===== src/rtl/sio_line_pkg.sv =====
package sio_line_pkg;

  typedef enum logic [1:0] {
    ST_IDLE  = 2'd0,
    ST_SHIFT = 2'd1,
    ST_HOLD  = 2'd2
  } tx_state_e;

  typedef struct packed {
    logic       master;
    logic       stcond;
    logic [1:0] idle_sel;
  } tx_cfg_t;

  // Level the data line takes once the final bit hold has elapsed.
  function automatic logic post_level(input logic       stcond,
                                      input logic [1:0] sel,
                                      input logic       last_bit);
    logic lvl;
    if (stcond)      lvl = 1'b1;
    else if (sel[0]) lvl = last_bit;
    else             lvl = ~sel[1];
    return lvl;
  endfunction

  // Slave hold length: never shorter than one cycle.
  function automatic logic [15:0] hold_len(input logic [15:0] measured);
    return (measured == 16'd0) ? 16'd1 : measured;
  endfunction

endpackage


===== src/rtl/sio_sck_sync.sv =====
module sio_sck_sync #(
  parameter int CNT_W = 12
) (
  input  logic             clk,
  input  logic             rst_n,
  input  logic             sck_ext_i,
  output logic             rise_o,
  output logic             fall_o,
  output logic [CNT_W-1:0] low_len_o
);
  localparam logic [CNT_W-1:0] CNT_MAX = '1;
  localparam logic [CNT_W-1:0] CNT_ONE = CNT_W'(1);

  // [0] and [1] form the synchronizer, [2] is the edge-detect history
  logic [2:0]       sync_q;
  logic [CNT_W-1:0] low_cnt_q;

  assign rise_o    = sync_q[1] & ~sync_q[2];
  assign fall_o    = ~sync_q[1] & sync_q[2];
  assign low_len_o = low_cnt_q;

  always_ff @(posedge clk or negedge rst_n) begin
    if (!rst_n) begin
      sync_q    <= 3'b111;
      low_cnt_q <= '0;
    end else begin
      sync_q <= {sync_q[1:0], sck_ext_i};
      if (fall_o)
        low_cnt_q <= CNT_ONE;
      else if (!sync_q[1] && low_cnt_q != CNT_MAX)
        low_cnt_q <= low_cnt_q + 1'b1;
    end
  end
endmodule


===== src/rtl/sio_half_timer.sv =====
module sio_half_timer #(
  parameter int DIV_W = 8
) (
  input  logic             clk,
  input  logic             rst_n,
  input  logic             run_i,
  input  logic [DIV_W-1:0] limit_i,
  output logic             tick_o
);
  logic [DIV_W-1:0] cnt_q;

  assign tick_o = run_i && (cnt_q == limit_i);

  always_ff @(posedge clk or negedge rst_n) begin
    if (!rst_n)
      cnt_q <= '0;
    else if (!run_i || tick_o)
      cnt_q <= '0;
    else
      cnt_q <= cnt_q + 1'b1;
  end
endmodule


===== src/rtl/sio_shift_out.sv =====
module sio_shift_out #(
  parameter int DATA_W = 8
) (
  input  logic              clk,
  input  logic              rst_n,
  input  logic              load_i,
  input  logic [DATA_W-1:0] data_i,
  input  logic              shift_i,
  output logic              next_bit_o
);
  logic [DATA_W-1:0] sreg_q;

  assign next_bit_o = sreg_q[DATA_W-2];

  always_ff @(posedge clk or negedge rst_n) begin
    if (!rst_n)
      sreg_q <= '0;
    else if (load_i)
      sreg_q <= data_i;
    else if (shift_i)
      sreg_q <= {sreg_q[DATA_W-2:0], 1'b0};
  end
endmodule


===== src/rtl/sio_tx_linectl.sv =====
module sio_tx_linectl
  import sio_line_pkg::*;
#(
  parameter int DATA_W   = 8,
  parameter int DIV_W    = 8,
  parameter int LOWCNT_W = 12
) (
  input  logic              clk,
  input  logic              rst_n,
  input  logic              start_i,
  input  logic [DATA_W-1:0] data_i,
  input  logic              master_i,
  input  logic              stcond_en_i,
  input  logic [1:0]        idle_sel_i,
  input  logic [DIV_W-1:0]  div_i,
  input  logic              sck_ext_i,
  output logic              sdo_o,
  output logic              sck_o,
  output logic              busy_o,
  output logic              done_o
);
  localparam int BIT_W = (DATA_W > 1) ? $clog2(DATA_W) : 1;
  localparam logic [BIT_W-1:0]    LAST_IDX = BIT_W'(DATA_W - 1);
  localparam logic [LOWCNT_W-1:0] HOLD_ONE = LOWCNT_W'(1);

  tx_state_e           state_q;
  tx_cfg_t             cfg_q;
  logic [DIV_W-1:0]    div_q;
  logic [BIT_W-1:0]    bit_idx_q;
  logic                phase_high_q;
  logic                pend_q;
  logic [LOWCNT_W-1:0] hold_cnt_q;
  logic                sdo_q, sck_q, done_q;

  // Named internal events (also observed by the checker)
  logic start_acc, m_tick, m_rise_evt, m_bit_end;
  logic s_rise, s_fall, s_rise_evt, s_fall_evt;
  logic at_last, shift_evt, hold_done, frame_end;
  logic next_bit, post_lvl;
  logic [LOWCNT_W-1:0] low_len, hold_load;
  logic in_master_shift, in_slave_shift;
  logic cfg_master_w, cfg_stcond_w;
  logic [1:0] cfg_sel_w;

  sio_sck_sync #(.CNT_W(LOWCNT_W)) u_sync (
    .clk       (clk),
    .rst_n     (rst_n),
    .sck_ext_i (sck_ext_i),
    .rise_o    (s_rise),
    .fall_o    (s_fall),
    .low_len_o (low_len)
  );

  sio_half_timer #(.DIV_W(DIV_W)) u_timer (
    .clk     (clk),
    .rst_n   (rst_n),
    .run_i   (in_master_shift),
    .limit_i (div_q),
    .tick_o  (m_tick)
  );

  sio_shift_out #(.DATA_W(DATA_W)) u_shift (
    .clk        (clk),
    .rst_n      (rst_n),
    .load_i     (start_acc),
    .data_i     (data_i),
    .shift_i    (shift_evt),
    .next_bit_o (next_bit)
  );

  assign in_master_shift = (state_q == ST_SHIFT) &&  cfg_q.master;
  assign in_slave_shift  = (state_q == ST_SHIFT) && !cfg_q.master;

  assign start_acc  = start_i && (state_q == ST_IDLE);
  assign m_rise_evt = in_master_shift && m_tick && !phase_high_q;
  assign m_bit_end  = in_master_shift && m_tick &&  phase_high_q;
  assign s_rise_evt = in_slave_shift && s_rise;
  assign s_fall_evt = in_slave_shift && s_fall && pend_q;
  assign at_last    = (bit_idx_q == LAST_IDX);
  assign shift_evt  = (m_bit_end && !at_last) || s_fall_evt;
  assign hold_done  = (state_q == ST_HOLD) && (hold_cnt_q <= HOLD_ONE);
  assign frame_end  = (m_bit_end && at_last) || hold_done;
  assign post_lvl   = post_level(cfg_q.stcond, cfg_q.idle_sel, sdo_q);
  assign hold_load  = LOWCNT_W'(hold_len(16'(low_len)));

  assign cfg_master_w = cfg_q.master;
  assign cfg_stcond_w = cfg_q.stcond;
  assign cfg_sel_w    = cfg_q.idle_sel;

  // Frame sequencing
  always_ff @(posedge clk or negedge rst_n) begin
    if (!rst_n) begin
      state_q <= ST_IDLE;
      cfg_q   <= '0;
      div_q   <= '0;
    end else begin
      unique case (state_q)
        ST_IDLE: if (start_acc) begin
          state_q <= ST_SHIFT;
          cfg_q   <= '{master: master_i, stcond: stcond_en_i, idle_sel: idle_sel_i};
          div_q   <= div_i;
        end
        ST_SHIFT: begin
          if (frame_end)                 state_q <= ST_IDLE;
          else if (s_rise_evt && at_last) state_q <= ST_HOLD;
        end
        ST_HOLD: if (hold_done) state_q <= ST_IDLE;
        default: state_q <= ST_IDLE;
      endcase
    end
  end

  // Bit position and half-period phase
  always_ff @(posedge clk or negedge rst_n) begin
    if (!rst_n) begin
      bit_idx_q    <= '0;
      phase_high_q <= 1'b0;
      pend_q       <= 1'b0;
    end else begin
      if (start_acc)      bit_idx_q <= '0;
      else if (shift_evt) bit_idx_q <= bit_idx_q + 1'b1;

      if (start_acc)       phase_high_q <= 1'b0;
      else if (m_rise_evt) phase_high_q <= 1'b1;
      else if (m_bit_end)  phase_high_q <= 1'b0;

      if (start_acc)       pend_q <= 1'b0;
      else if (s_rise_evt) pend_q <= 1'b1;
      else if (s_fall_evt) pend_q <= 1'b0;
    end
  end

  // Slave last-bit hold counter
  always_ff @(posedge clk or negedge rst_n) begin
    if (!rst_n)
      hold_cnt_q <= '0;
    else if (s_rise_evt && at_last)
      hold_cnt_q <= hold_load;
    else if ((state_q == ST_HOLD) && !hold_done)
      hold_cnt_q <= hold_cnt_q - 1'b1;
  end

  // Line drivers
  always_ff @(posedge clk or negedge rst_n) begin
    if (!rst_n) begin
      sdo_q  <= 1'b1;
      sck_q  <= 1'b1;
      done_q <= 1'b0;
    end else begin
      if (start_acc)      sdo_q <= data_i[DATA_W-1];
      else if (shift_evt) sdo_q <= next_bit;
      else if (frame_end) sdo_q <= post_lvl;

      if (start_acc && master_i)                  sck_q <= 1'b0;
      else if (m_rise_evt)                        sck_q <= 1'b1;
      else if (shift_evt && in_master_shift)      sck_q <= 1'b0;

      done_q <= frame_end;
    end
  end

  assign sdo_o  = sdo_q;
  assign sck_o  = sck_q;
  assign busy_o = (state_q != ST_IDLE);
  assign done_o = done_q;
endmodule


===== config.mk =====
export PLATFORM = sky130hd
export DESIGN_NAME = sio_tx_linectl
export DESIGN_NICKNAME = d
export VERILOG_FILES = /design/src/rtl/sio_line_pkg.sv /design/src/rtl/sio_sck_sync.sv /design/src/rtl/sio_half_timer.sv /design/src/rtl/sio_shift_out.sv /design/src/rtl/sio_tx_linectl.sv
export SDC_FILE = /design/constraint.sdc
export NUM_CORES = 1
export LEC_CHECK = 0
export BUFFER_PORTS_ARGS = -buffer_cell sky130_fd_sc_hd__buf_4
export CORE_ASPECT_RATIO = 1.5
export CORE_MARGIN = 5
export CORE_UTILIZATION = 38
export DETAILED_ROUTE_END_ITERATION = 12
export GPL_TIMING_DRIVEN = 0
export PLACE_DENSITY = 0.57
export SYNTH_ARGS = -nofsm -noshare
export SYNTH_HDL_FRONTEND = slang
export SYNTH_HIERARCHICAL = 1
export SYNTH_SLANG_ARGS = --single-unit

===== constraint.sdc =====
create_clock -name clk -period 3.29 [get_ports clk]
set_input_delay 0.1645 -clock clk [delete_from_list [all_inputs] [get_ports clk]]
set_output_delay 0.1645 -clock clk [all_outputs]
set_load 0.005 [all_outputs]

# Word level (Yosys, flattened, before mapping)
# Cells that the tools add are included.
word_totals:
  reg_bits: 64
  input_bits: 24
  word_cells: 104
op_classes:
  reduce_logical: 40
  order_cmp: 1
  bitwise: 5
  muxes: 29
  n_eq_ne: 9
  add_sub_neg: 4
ops:
  columns: ["op", "count"]
  rows:
  - ["$mux W12", 5]
  - ["$logic_and A1 B1 Y1", 18]
  - ["$mux W1", 14]
  - ["$mux W7", 2]
  - ["$add A12 B1 Y12 const B", 1]
  - ["$le A12 B1 Y1 const B", 1]
  - ["$logic_not A12 Y1", 1]
  - ["$ne A12 B12 Y1 const B", 1]
  - ["$reduce_bool A3 Y1", 4]
  - ["$sub A12 B1 Y12 const B", 1]
  - ["$add A8 B1 Y8 const B", 1]
  - ["$eq A8 B8 Y1", 1]
  - ["$mux W2", 4]
  - ["$mux W8", 1]
  - ["$reduce_bool A2 Y1", 4]
  - ["$logic_not A1 Y1", 6]
  - ["$mux W3", 2]
  - ["$pmux W2 S3", 1]
  - ["$ne A2 B2 Y1 const B", 2]
  - ["$ne A4 B1 Y1 const B", 1]
  - ["$reduce_and A2 Y1", 2]
  - ["$add A3 B1 Y3 const B", 1]
  - ["$eq A3 B3 Y1 const B", 1]
  - ["$logic_or A1 B1 Y1", 3]
  - ["other kinds (7)", 10]

# Logic depth before layout (Yosys ltp)
# Gate-level depths: netlist (run 1).
logic_depth:
  depth_word: 11
  ltp_mapped: 10

# Cells and area by module
# The synthesis (run 1) kept the hierarchy.
modules_own_cells:
  columns: ["mod", "seq_area_each_um2", "area_each_um2", "n_inst", "cells_per_inst"]
  rows:
  - ["sio_tx_linectl", 853.3, 1739.2, 1, 170]
  - ["sio_sck_sync", 379.1, 804.5, 1, 80]
  - ["sio_half_timer", 200.2, 500.5, 1, 46]
  - ["sio_shift_out", 175.2, 321.6, 1, 30]

# Least setup slack after synthesis (run 1)
# Ideal clock, no wire load.
synth_path:
  kind: "register -> register"
  from: "reg div_q[7]"
  to: "reg u_shift.sreg_q[4]"
  t_required_ns: 3.152
  path_stages_with_launch: 10
  t_arrival_ns: 2.271
  setup_ns: 0.138
  slack_ns: 0.881
  period_less_slack_ns: 2.409
  cell_sequence: "dfrtp_1 > xor2_2 > nor4_2 > and3_1 > nand4_1 > o31a_1 > inv_1 > buf_6 > mux2i_1 > o21ai_1"
synth_between:
  elab_chain_len: 7
synth_lines:
  columns: ["element", "line", "rtl"]
  rows:
  - ["start: declaration", "sio_tx_linectl.sv:28", "logic [DIV_W-1:0] div_q;"]
  - ["start signal: assignment", "sio_tx_linectl.sv:101", "div_q <= div_i;"]
  - ["$eq A8 B8 Y1", "sio_half_timer.sv:12", "assign tick_o = run_i && (cnt_q == limit_i);"]
  - ["$logic_and A1 B1 Y1", "sio_half_timer.sv:12", null]
  - ["net m_tick", "sio_tx_linectl.sv:36", "logic start_acc, m_tick, m_rise_evt, m_bit_end;"]
  - ["$logic_and A1 B1 Y1 (2 in series)", "sio_tx_linectl.sv:76", "assign m_bit_end = in_master_shift && m_tick && phase_high_q;"]
  - ["$logic_and A1 B1 Y1", "sio_tx_linectl.sv:80", "assign shift_evt = (m_bit_end && !at_last) || s_fall_evt;"]
  - ["$logic_or A1 B1 Y1", "sio_tx_linectl.sv:80", null]
  - ["net shift_evt", "sio_tx_linectl.sv:38", "logic at_last, shift_evt, hold_done, frame_end;"]
  - ["$reduce_bool A2 Y1 (no line)", null, null]
  - ["end signal: assignment", "sio_shift_out.sv:19", "sreg_q <= data_i;"]
  - ["end signal: assignment", "sio_shift_out.sv:21", "sreg_q <= {sreg_q[DATA_W-2:0], 1'b0};"]
  - ["end: declaration", "sio_shift_out.sv:11", "logic [DATA_W-1:0] sreg_q;"]
# The timed path passes the listed nets, and every way through them passes these cells.
# A chain may end at the register's enable or synchronous reset.

# Worst setup path in the final report (run 1)
layout_path:
  from: "reg u_timer.cnt_q[4]"
  to: "reg u_shift.sreg_q[4]"
layout_between:
  elab_chain_len: 7
layout_lines:
  columns: ["element", "line", "rtl"]
  rows:
  - ["start: declaration", "sio_half_timer.sv:10", "logic [DIV_W-1:0] cnt_q;"]
  - ["start signal: assignment", "sio_half_timer.sv:20", "cnt_q <= cnt_q + 1'b1;"]
  - ["$eq A8 B8 Y1", "sio_half_timer.sv:12", null]
  - ["$logic_and A1 B1 Y1", "sio_half_timer.sv:12", null]
  - ["net m_tick", "sio_tx_linectl.sv:36", null]
  - ["$logic_and A1 B1 Y1 (2 in series)", "sio_tx_linectl.sv:76", null]
  - ["$logic_and A1 B1 Y1", "sio_tx_linectl.sv:80", null]
  - ["$logic_or A1 B1 Y1", "sio_tx_linectl.sv:80", null]
  - ["net shift_evt", "sio_tx_linectl.sv:38", null]
  - ["$reduce_bool A2 Y1 (no line)", null, null]
# The timed path passes the listed nets, and every way through them passes these cells.

==> reports/metrics.cfg, run 1 <==
[run_status]
status=finished, final reports clean

[synth]
postSynthAreaPerCell_um2=10.3
synth_edf_count=0
seq_area_frac_synth_pct=47.8
yosysWarnings=6
syn_nets=356
syn_inst=326
ys_ff_latch=64
synth-main-ff-cell=dfrtp_1
syn_area_um2=3370
synthArstFlopShare_pct=100
ys_types=59

[sta]
fmax_ghz=0.340
fin_skew_ns=0.00728
slew_headroom_pct=41.6
fin_tns_setup_ns=0
drv_slew=0
hold_violations=0
rsz0062_at_grt=false
worst_pin_slew_ns=0.869
setup_ws_ns=0.345
fin_crit_sh_pct=89.5
fin_crit_ns=2.94
finalSetupViolations=0

[clock_tree]
cts_hold_buf=3
clk_pin_slew_ns=0.05
clk-insertion-delay-late_ns=0.33
cts_tree=done
cts_resized=0
root_buffer=clkbuf_16
cts_setup_buffers=0
clock_path_buffers=2
htreeDepth=3
cts_sinks=64
cts-buffers-inserted=9

[hold_path]
holdPathStages=3
min_to=u_shift/sreg_q[0]$_DFFE_PN0P_
min_from=data_i[0]
hold_class=in2reg

[power]
leakage_nw=1.78
switchingPower_uw=883
swShare_pct=30.0
internal_power_mw=2.06
power_frac_seq_pct=40.3
p_per_area_nw_per_um2=724
irDropWorstVdd_mv=0.393
p_comb_share_pct=23.9
clock_power_share_pct=35.7

[worst_setup_path]
crit_required_ns=3.47
worst_setup_path_start_kind=register
cp-end-kind=register
r2r-end=u_shift/sreg_q[4]$_DFFE_PN0P_
r2r-start=u_timer/cnt_q[4]$_DFF_PN0_
arrival_ns=3.12
reg2regPathDepth=9
critical_path_class=reg2reg
rrSetupSlack_ns=0.35
crit_fanout=9

[floorplan]
die_y_um=125
row_count=42
fp.coreArea_um2=8720
die_x_um=86.8
start_util_pct=38.6
die_area_um2=10900
io-pin-count=28

[cells_and_area]
antennaDiodeCount=0
final_nets=397
fillers=832
area_delta_synth_final_pct=20.9
final_layout_size_suffix_gt1_share_pct=20.7
fin_util_pct=46.7

[grt]
grt_usage_pct=15.2
grt_max_degree=65
antenna_found_initial=0
grt_pass1_vias=2672
grt_pass1_wl_mm=13.0
gr-total-overflow=0

[placement]
place_ws_ns=0.375
routabilityCongestion=0.805
portBuffers=27
dp_hpwl_mm=5.36

[routing]
firstDrtPassIters=4
via_per_inst=5.48
drt_iter0_drc=226
route.met2.wl_mm=4.19
wl_per_cell_um=15.8
dr.max_layer_used=met4
met3RoutedLength_um=210
met1_length_mm=3.02
ant_nets=0
route.detailed.drc=0
drt_wl_total_mm=7.62
num_vias=2640

[job]
drv_cap=0

## metal layers
layer  track usage [%]  vias up
li1                  -     1286
met1              17.7     1286
met2              26.0       54
met4              6.79        0
met5                 0        -
met3              3.49       14
## power groups by stage
| stage | registers (mW) | clock network, mW | logic (mW) |
|---|---|---|---|
| after floorplan | 1.15 | 0 | 0.542 |
| after global placement | 1.20 | 0 | 0.694 |
| after detailed placement | 1.20 | 0 | 0.708 |
| after CTS | 1.19 | 1.08 | 0.717 |
| after global routing | 1.23 | 1.11 | 0.808 |
| final | 1.19 | 1.05 | 0.706 |
## worst max-delay path, cell delays in order, from the launching register on
cell	delay, ns
dfrtp_1	0.43
xor2_1	0.19
nor4_2	0.77
and3_1	0.29
nand4_1	0.13
o31a_1	0.34
inv_1	0.20
buf_6	0.17
mux2i_1	0.19
o21ai_1	0.08
## flip-flops by register name, summed over array words and instances, names as in the netlist, 2 cells and up
signal and count:
hold_cnt_q 12, u_sync/low_len_o 12, div_q 8, u_timer/cnt_q 8
u_shift/sreg_q 7, bit_idx_q 3, u_sync/sync_q 3, cfg_sel_w 2
state_q 2
## area by class of cell
cell class	instances	area (um2)	area share (%)
Timing Repair Buffer	30	233	5.72
Clock inverter	2	60.1	1.48
Buffer	12	80.1	1.97
Sequential cell	64	1610	39.5
Multi-Input combinational cell	239	1640	40.2
Inverter	11	41.3	1.01
Clock buffer	14	274	6.73
Tap cell	110	138	3.38
## cells in the final DEF (no fill, tap or decap), types with 4 or more instances in the layout
cell type / Yosys / layout
clkbuf_1: 6 / 8
nand4_1: 4 / 4
dfrtp_1: 59 / 59
o31ai_1: 4 / 4
clkbuf_16: 0 / 9
ha_1: 6 / 6
nor3_1: 6 / 6
xnor2_1: 4 / 4
mux2_2: 12 / 12
a21oi_1: 11 / 11
xor2_1: 9 / 9
a31oi_1: 5 / 5
nor4_1: 9 / 9
nand2b_1: 5 / 5
o21ai_1: 18 / 18
o21ai_0: 12 / 12
or3_1: 6 / 6
nor2_1: 26 / 26
mux2i_1: 9 / 9
nand2_1: 29 / 29
buf_4: 1 / 28
inv_1: 10 / 10
dfstp_2: 5 / 5
buf_6: 4 / 4
nand3_1: 11 / 11
a211oi_1: 6 / 6
## cells by family after synthesis
group	count (synthesis)	synth area share (%)
and+or+nand+nor	116	18.4
buffers and inverters	23	3.61
adders and majority gates	6	2.23
xor gates and xnor gates	15	4.35
muxes	21	6.69
AOI/OAI and AO/OA	81	17.0
DFF	64	47.8
## cell usage after synthesis, drive strengths merged, types with 6 or more instances
cell    number  area (um2)
nor4        11        81.3
nor2        26        97.6
dfrtp       59        1480
buf          6        57.6
xor2        11         111
a21oi       11        55.1
a211oi       6        45.0
nor3         6        30.0
clkbuf       6        22.5
o21ai       30         150
inv         11        41.3
nand3       11        55.1
ha           6        75.1
or3          6        37.5
nand2       29         109
mux2i        9        90.1
mux2        12         135
## metrics by stage
| step | hold slack [ns] | instances | cell area [um2] | total power, mW |
|---|---|---|---|---|
| 4_1_cts | 0.0377 | 482 | 4070 | 2.99 |
| 6_report | 0.0440 | 482 | 4070 | 2.95 |
| 3_3_place_gp | 0.275 | 463 | 3710 | 1.89 |
| 5_1_grt | 0.0611 | 482 | 4070 | 3.14 |
| 3_5_place_dp | 0.276 | 463 | 3710 | 1.91 |
| 2_1_floorplan | -0.131 | 326 | 3370 | 1.69 |
## worst max-delay path by stage
stage                                          start                             to  slack (ns)  cells past startpoint
after floorplan                 div_q[7]$_DFFE_PN0P_  u_shift/sreg_q[4]$_DFFE_PN0P_        0.88                      9
after global placement    u_timer/cnt_q[5]$_DFF_PN0_  u_shift/sreg_q[4]$_DFFE_PN0P_        0.40                      9
after detailed placement        div_q[4]$_DFFE_PN0P_  u_shift/sreg_q[4]$_DFFE_PN0P_        0.37                      9
after CTS                       div_q[4]$_DFFE_PN0P_  u_shift/sreg_q[4]$_DFFE_PN0P_        0.36                      9
after global routing      u_timer/cnt_q[4]$_DFF_PN0_  u_shift/sreg_q[6]$_DFFE_PN0P_        0.20                      9
final                     u_timer/cnt_q[4]$_DFF_PN0_  u_shift/sreg_q[4]$_DFFE_PN0P_        0.35                      9
Note: power is estimated with default switching activity, not from simulation.
==> run 2, diff against run 1 <==
--- a/config.mk
+++ b/config.mk
@@ -11,7 +11,6 @@
 export CORE_UTILIZATION = 38
 export DETAILED_ROUTE_END_ITERATION = 12
 export GPL_TIMING_DRIVEN = 0
-export PLACE_DENSITY = 0.57
 export SYNTH_ARGS = -nofsm -noshare
 export SYNTH_HDL_FRONTEND = slang
 export SYNTH_HIERARCHICAL = 1
==> constraint.sdc (replaced) <==
create_clock -name clk -period 2.4 [get_ports clk]
set_input_delay 0.12 -clock clk [delete_from_list [all_inputs] [get_ports clk]]
set_output_delay 0.12 -clock clk [all_outputs]
set_load 0.005 [all_outputs]
==> reports/metrics.cfg, run 2 (synthesis results as in run 1) <==
[sta]
hold_violations=0  ; unchanged
fin_crit_sh_pct=96.6  ; +7.1 points
slew_headroom_pct=44.7  ; +3.1 points
finalSetupViolations=0  ; unchanged
fin_tns_setup_ns=0  ; unchanged
drv_slew=0  ; unchanged
fmax_ghz=0.431  ; +27%
fin_crit_ns=2.32  ; -0.626 ns
fin_skew_ns=0.00658  ; -0.000703 ns
worst_pin_slew_ns=0.830  ; -0.0392 ns
rsz0062_at_grt=true

[grt]
grt_pass1_wl_mm=13.1  ; +1.1%
grt_usage_pct=15.4  ; +0.15 points
antenna_found_initial=0  ; unchanged
gr-total-overflow=0  ; unchanged
grt_max_degree=65  ; unchanged
grt_pass1_vias=2697  ; +0.94%

[power]
total_power_mw=4.09  ; +39%
p_per_area_nw_per_um2=988  ; +36%
leakage_nw=1.80  ; +1.5%
irDropWorstVdd_mv=0.529  ; +35%

[routing]
ant_nets=0  ; unchanged
firstDrtPassIters=4  ; unchanged
drt_wl_total_mm=7.73  ; +1.4%
route.detailed.drc=0  ; unchanged
drt_iter0_drc=121  ; -46%
via_per_inst=5.50  ; +0.45%
wl_per_cell_um=15.8  ; -0.26%
num_vias=2696  ; +2.1%

[job]
drv_cap=0  ; unchanged

[clock_tree]
clk-insertion-delay-late_ns=0.33  ; about the same
clock_path_buffers=2  ; unchanged
cts_tree=done
root_buffer=clkbuf_16
htreeDepth=3  ; unchanged
clk_pin_slew_ns=0.05  ; about the same
cts_sinks=64  ; unchanged
cts-buffers-inserted=9  ; unchanged

[cells_and_area]
antennaDiodeCount=0  ; unchanged
area_delta_synth_final_pct=23.0
final_layout_size_suffix_gt1_share_pct=23.2  ; +2.5 points
final_area_um2=4140  ; +1.7%
final_common_cell=dfrtp_1
final_nets=405  ; +2.0%
final_cell_mix=dfrtp_1, buf_4, nand2_1

[worst_setup_path]
crit_fanout=7  ; -2
cp-end-kind=register
crit_required_ns=2.58  ; -0.89 ns
critical_path_class=reg2reg
r2r-end=u_shift/sreg_q[5]$_DFFE_PN0P_
reg2regPathDepth=9  ; unchanged
rrSetupSlack_ns=0.08  ; -0.26 ns
arrival_ns=2.50  ; -0.62 ns
r2r-start=u_timer/cnt_q[4]$_DFF_PN0_
worst_setup_path_start_kind=register

[floorplan]
die_y_um=125  ; unchanged
die_area_um2=10900  ; unchanged
row_count=42  ; unchanged
fp.coreArea_um2=8720  ; unchanged
die_x_um=86.8  ; unchanged
start_util_pct=38.6  ; unchanged
io-pin-count=28  ; unchanged

[run_status]
status=finished, final reports clean

[hold_path]
min_from=data_i[0]
hold_class=in2reg
holdPathStages=3  ; unchanged
min_to=u_shift/sreg_q[0]$_DFFE_PN0P_

[placement]
routabilityCongestion=0.818  ; +1.6%
portBuffers=27  ; unchanged
placedInstanceArea_um2=3710  ; +0.24%
dp_hpwl_mm=5.39  ; +0.44%

run 2: cell types whose count changed in the layout (fill, tap and decap cells not counted), sizes merged:
cell / previous run / this run
clkinv: 0 / 1
clkbuf: 20 / 19
buf: 33 / 41
run 2: what timing repair did:
item                                    CTS  global route
buffers inserted                          2             6
resized for setup                         2             3
hold buffers                              3             0
pin swaps                                 2             4
endpoints found under the hold margin    61             0
endpoints found under the setup margin   11             8
run 2: power by group:
group          total (mW)  switching, mW  internal [mW]
clock                1.40          0.459          0.936
sequential           1.63          0.252           1.37
combinational        1.07          0.556          0.512
total                4.09           1.27           2.82
run 2: per-layer routing:
layer / track usage, % / vias to the layer above / wire (um)
li1: - / 1306 / -
met1: 18.1 / 1328 / 3200
met2: 26.0 / 43 / 4060
met3: 2.76 / 19 / 172
met4: 7.98 / 0 / 289
met5: 0 / - / 0
run 2: cell type report:
class	instances	area, um2
buffer	12	80.1
timing repair buffer	38	293
clock buffer	13	250
clock inverter	3	65.1
fill	847	4580
multi-input combinational	239	1660
sequential	64	1610
tap	110	138
inverter	11	41.3
run 2: worst max path at each step:
stage / slack, ns / startpoint / depth (start not counted) / endpoint
global placement: -0.49 / u_timer/cnt_q[5]$_DFF_PN0_ / 9 / u_shift/sreg_q[4]$_DFFE_PN0P_
CTS: 0.02 / u_timer/cnt_q[3]$_DFF_PN0_ / 10 / u_shift/sreg_q[5]$_DFFE_PN0P_
detailed placement: -0.50 / u_timer/cnt_q[5]$_DFF_PN0_ / 9 / u_shift/sreg_q[4]$_DFFE_PN0P_
floorplan: 0.01 / u_timer/cnt_q[5]$_DFF_PN0_ / 9 / u_shift/sreg_q[4]$_DFFE_PN0P_
global route: -0.05 / div_q[7]$_DFFE_PN0P_ / 9 / u_shift/sreg_q[6]$_DFFE_PN0P_
finish: 0.08 / u_timer/cnt_q[4]$_DFF_PN0_ / 9 / u_shift/sreg_q[5]$_DFFE_PN0P_
run 2: stage by stage:
stage                     worst slack (ns)  utilization [%]  cells  hold slack, ns
final                               0.0810             47.5    490          0.0167
after CTS                           0.0244             46.8    484         0.00900
after floorplan                     0.0141                -    326          -0.176
after detailed placement            -0.499             42.6    463           0.232
after global routing               -0.0506             47.5    490          0.0112
after global placement              -0.491             42.6    463           0.230
run 2: critical path, stage by stage (launching register included):
cell and delay [ns]:
dfrtp_1 0.44, xor2_1 0.20, nor4_4 0.28, and3_4 0.23
nand4_1 0.12, o31a_1 0.37, inv_2 0.11, buf_6 0.14
mux2i_1 0.19, o21ai_1 0.08
==> run 3, diff against run 2 <==
--- a/config.mk
+++ b/config.mk
@@ -7,7 +7,7 @@
 export LEC_CHECK = 0
 export BUFFER_PORTS_ARGS = -buffer_cell sky130_fd_sc_hd__buf_4
 export CORE_ASPECT_RATIO = 1.5
-export CORE_MARGIN = 5
+export CORE_MARGIN = 2
 export CORE_UTILIZATION = 38
 export DETAILED_ROUTE_END_ITERATION = 12
 export GPL_TIMING_DRIVEN = 0
==> constraint.sdc (replaced) <==
create_clock -name clk -period 2.3 [get_ports clk]
set_input_delay 0.115 -clock clk [delete_from_list [all_inputs] [get_ports clk]]
set_output_delay 0.115 -clock clk [all_outputs]
set_load 0.005 [all_outputs]
==> reports/metrics.cfg, run 3 (synthesis results as in run 1) <==
[sta]
rsz0062_at_grt=true
fin_tns_setup_ns=0  ; unchanged
fin_crit_sh_pct=96.5  ; -0.10 points
finalSetupViolations=0  ; unchanged
hold_violations=0  ; unchanged
worst_pin_slew_ns=0.799  ; -0.0310 ns
fin_crit_ns=2.22  ; -0.0990 ns
setup_ws_ns=0.0800  ; -0.000975 ns
drv_slew=0  ; unchanged
fmax_ghz=0.450  ; +4.5%
fin_skew_ns=0.00553  ; -0.00105 ns
slew_headroom_pct=46.2  ; +1.6 points

[routing]
drt_wl_total_mm=7.61  ; -1.4%
firstDrtPassIters=4  ; unchanged
num_vias=2699  ; +0.11%
wl_per_cell_um=15.5  ; -1.6%
drt_iter0_drc=102  ; -16%
via_per_inst=5.50  ; about the same
ant_nets=0  ; unchanged
route.detailed.drc=0  ; unchanged

[cells_and_area]
final_layout_size_suffix_gt1_share_pct=23.9  ; +0.73 points
final_cell_mix=dfrtp_1, buf_4, nand2_1
final_common_cell=dfrtp_1
antennaDiodeCount=0  ; unchanged
area_delta_synth_final_pct=22.6
final_area_um2=4130  ; -0.33%
final_nets=406  ; +0.25%

[clock_tree]
root_buffer=clkbuf_16
htreeDepth=3  ; unchanged
cts_tree=done
clk-insertion-delay-late_ns=0.33  ; about the same
clock_path_buffers=2  ; unchanged
cts-buffers-inserted=9  ; unchanged
cts_sinks=64  ; unchanged
clk_pin_slew_ns=0.05  ; about the same

[floorplan]
start_util_pct=38.6  ; unchanged
die_area_um2=9640  ; -11%
row_count=42  ; unchanged
fp.coreArea_um2=8720  ; unchanged
die_x_um=80.8  ; -6.9%
die_y_um=119  ; -4.8%
io-pin-count=28  ; unchanged

[placement]
portBuffers=27  ; unchanged
place_ws_ns=-0.372  ; +0.127 ns
placedInstanceArea_um2=3720  ; +0.24%
dp_hpwl_mm=5.41  ; +0.45%
routabilityCongestion=0.847  ; +3.7%

[worst_setup_path]
crit_required_ns=2.48  ; -0.10 ns
slowest_stage=dfrtp_1
r2r-end=u_shift/sreg_q[5]$_DFFE_PN0P_
rrSetupSlack_ns=0.08  ; about the same
path_cells=xor2_2 > nor4_4 > and3_4 > nand4_1 > o31a_1 > inv_2 > buf_6 > mux2i_1 > o21ai_1
arrival_ns=2.40  ; -0.10 ns
cp-end-kind=register
reg2regPathDepth=9  ; unchanged
critPathLaunch=div_q[7]$_DFFE_PN0P_
cpPeakStageDelay_ns=0.40  ; -0.04 ns
r2r-start=div_q[7]$_DFFE_PN0P_
crit_fanout=7  ; unchanged
worst_setup_path_start_kind=register
critical_path_class=reg2reg

[grt]
grt_pass1_vias=2634  ; -2.3%
gr-total-overflow=0  ; unchanged
antenna_found_initial=0  ; unchanged
grt_pass1_wl_mm=12.8  ; -2.5%
grt_max_degree=65  ; unchanged
grt_usage_pct=17.4  ; +2.0 points

[hold_path]
min_to=u_shift/sreg_q[1]$_DFFE_PN0P_
hold_class=in2reg
holdPathStages=3  ; unchanged
min_from=data_i[1]

[power]
total_power_mw=4.07  ; -0.42%
leakage_nw=1.80  ; -0.34%
p_per_area_nw_per_um2=987  ; about the same
irDropWorstVdd_mv=0.670  ; +27%

[run_status]
status=finished, final reports clean

[job]
drv_cap=0  ; unchanged

run 3: cell count changes in the layout (fill, tap and decap cells not counted), sizes merged:
cell         previous run  this run
bufinv                  2         0
dlygate4sd3             3         4
clkbuf                 19        20
buf                    41        42
run 3: how the worst max path moves through the flow:
stage | slack [ns] | endpoint | depth (start not counted)
detailed placement | -0.37 | u_shift/sreg_q[5]$_DFFE_PN0P_ | 9
CTS | 0.002 | u_shift/sreg_q[4]$_DFFE_PN0P_ | 10
finish | 0.08 | u_shift/sreg_q[5]$_DFFE_PN0P_ | 9
global placement | -0.36 | u_shift/sreg_q[4]$_DFFE_PN0P_ | 9
global route | -0.07 | u_shift/sreg_q[4]$_DFFE_PN0P_ | 9
floorplan | 0.03 | u_shift/sreg_q[4]$_DFFE_PN0P_ | 9
run 3: critical path: cells and delay by family, from the launching register on:
kind            cells  cell delay [ns]
xor+xnor            1             0.19
simple gates        3             0.68
buf+inv             2             0.25
flops               1             0.40
compound gates      2             0.37
mux                 1             0.19
run 3: report_power, final:
part	switching, mW	internal (mW)
registers	0.273	1.43
clock network	0.448	0.786
logic	0.585	0.546
run 3: area by class of cell:
cell class / instances / area (um2)
sequential: 64 / 1610
inverter: 11 / 41.3
clock buffer: 15 / 268
clock inverter: 1 / 5.00
timing repair buffer: 40 / 310
multi-input combinational: 239 / 1680
fill: 857 / 4600
tap: 110 / 138
buffer: 11 / 76.3
run 3: per-stage QoR:
| stage | cells | util [%] | hold WS [ns] |
|---|---|---|---|
| 2_1_floorplan | 326 | - | -0.181 |
| 3_3_place_gp | 463 | 42.7 | 0.231 |
| 3_5_place_dp | 463 | 42.7 | 0.232 |
| 4_1_cts | 489 | 46.8 | 0.00509 |
| 5_1_grt | 491 | 47.3 | 0.0131 |
| 6_report | 491 | 47.3 | 0.0144 |
run 3: what timing repair did:
action / 4_1_cts / 5_1_grt
setup endpoints to repair: 10 / 19
resized for setup: 1 / 6
pin swaps: 4 / 3
endpoints found under the hold margin: 62 / 0
hold buffers: 4 / 0
cloned: 0 / 0
setup buffers: 6 / 4
run 3: metal layers:
metal  routed length, um  vias to the layer above  track usage, %
li1                    -                     1310               -
met1                3040                     1331            20.3
met2                4110                       42            29.4
met3                 208                       16            3.71
met4                 256                        0            8.90
met5                   0                        -               0
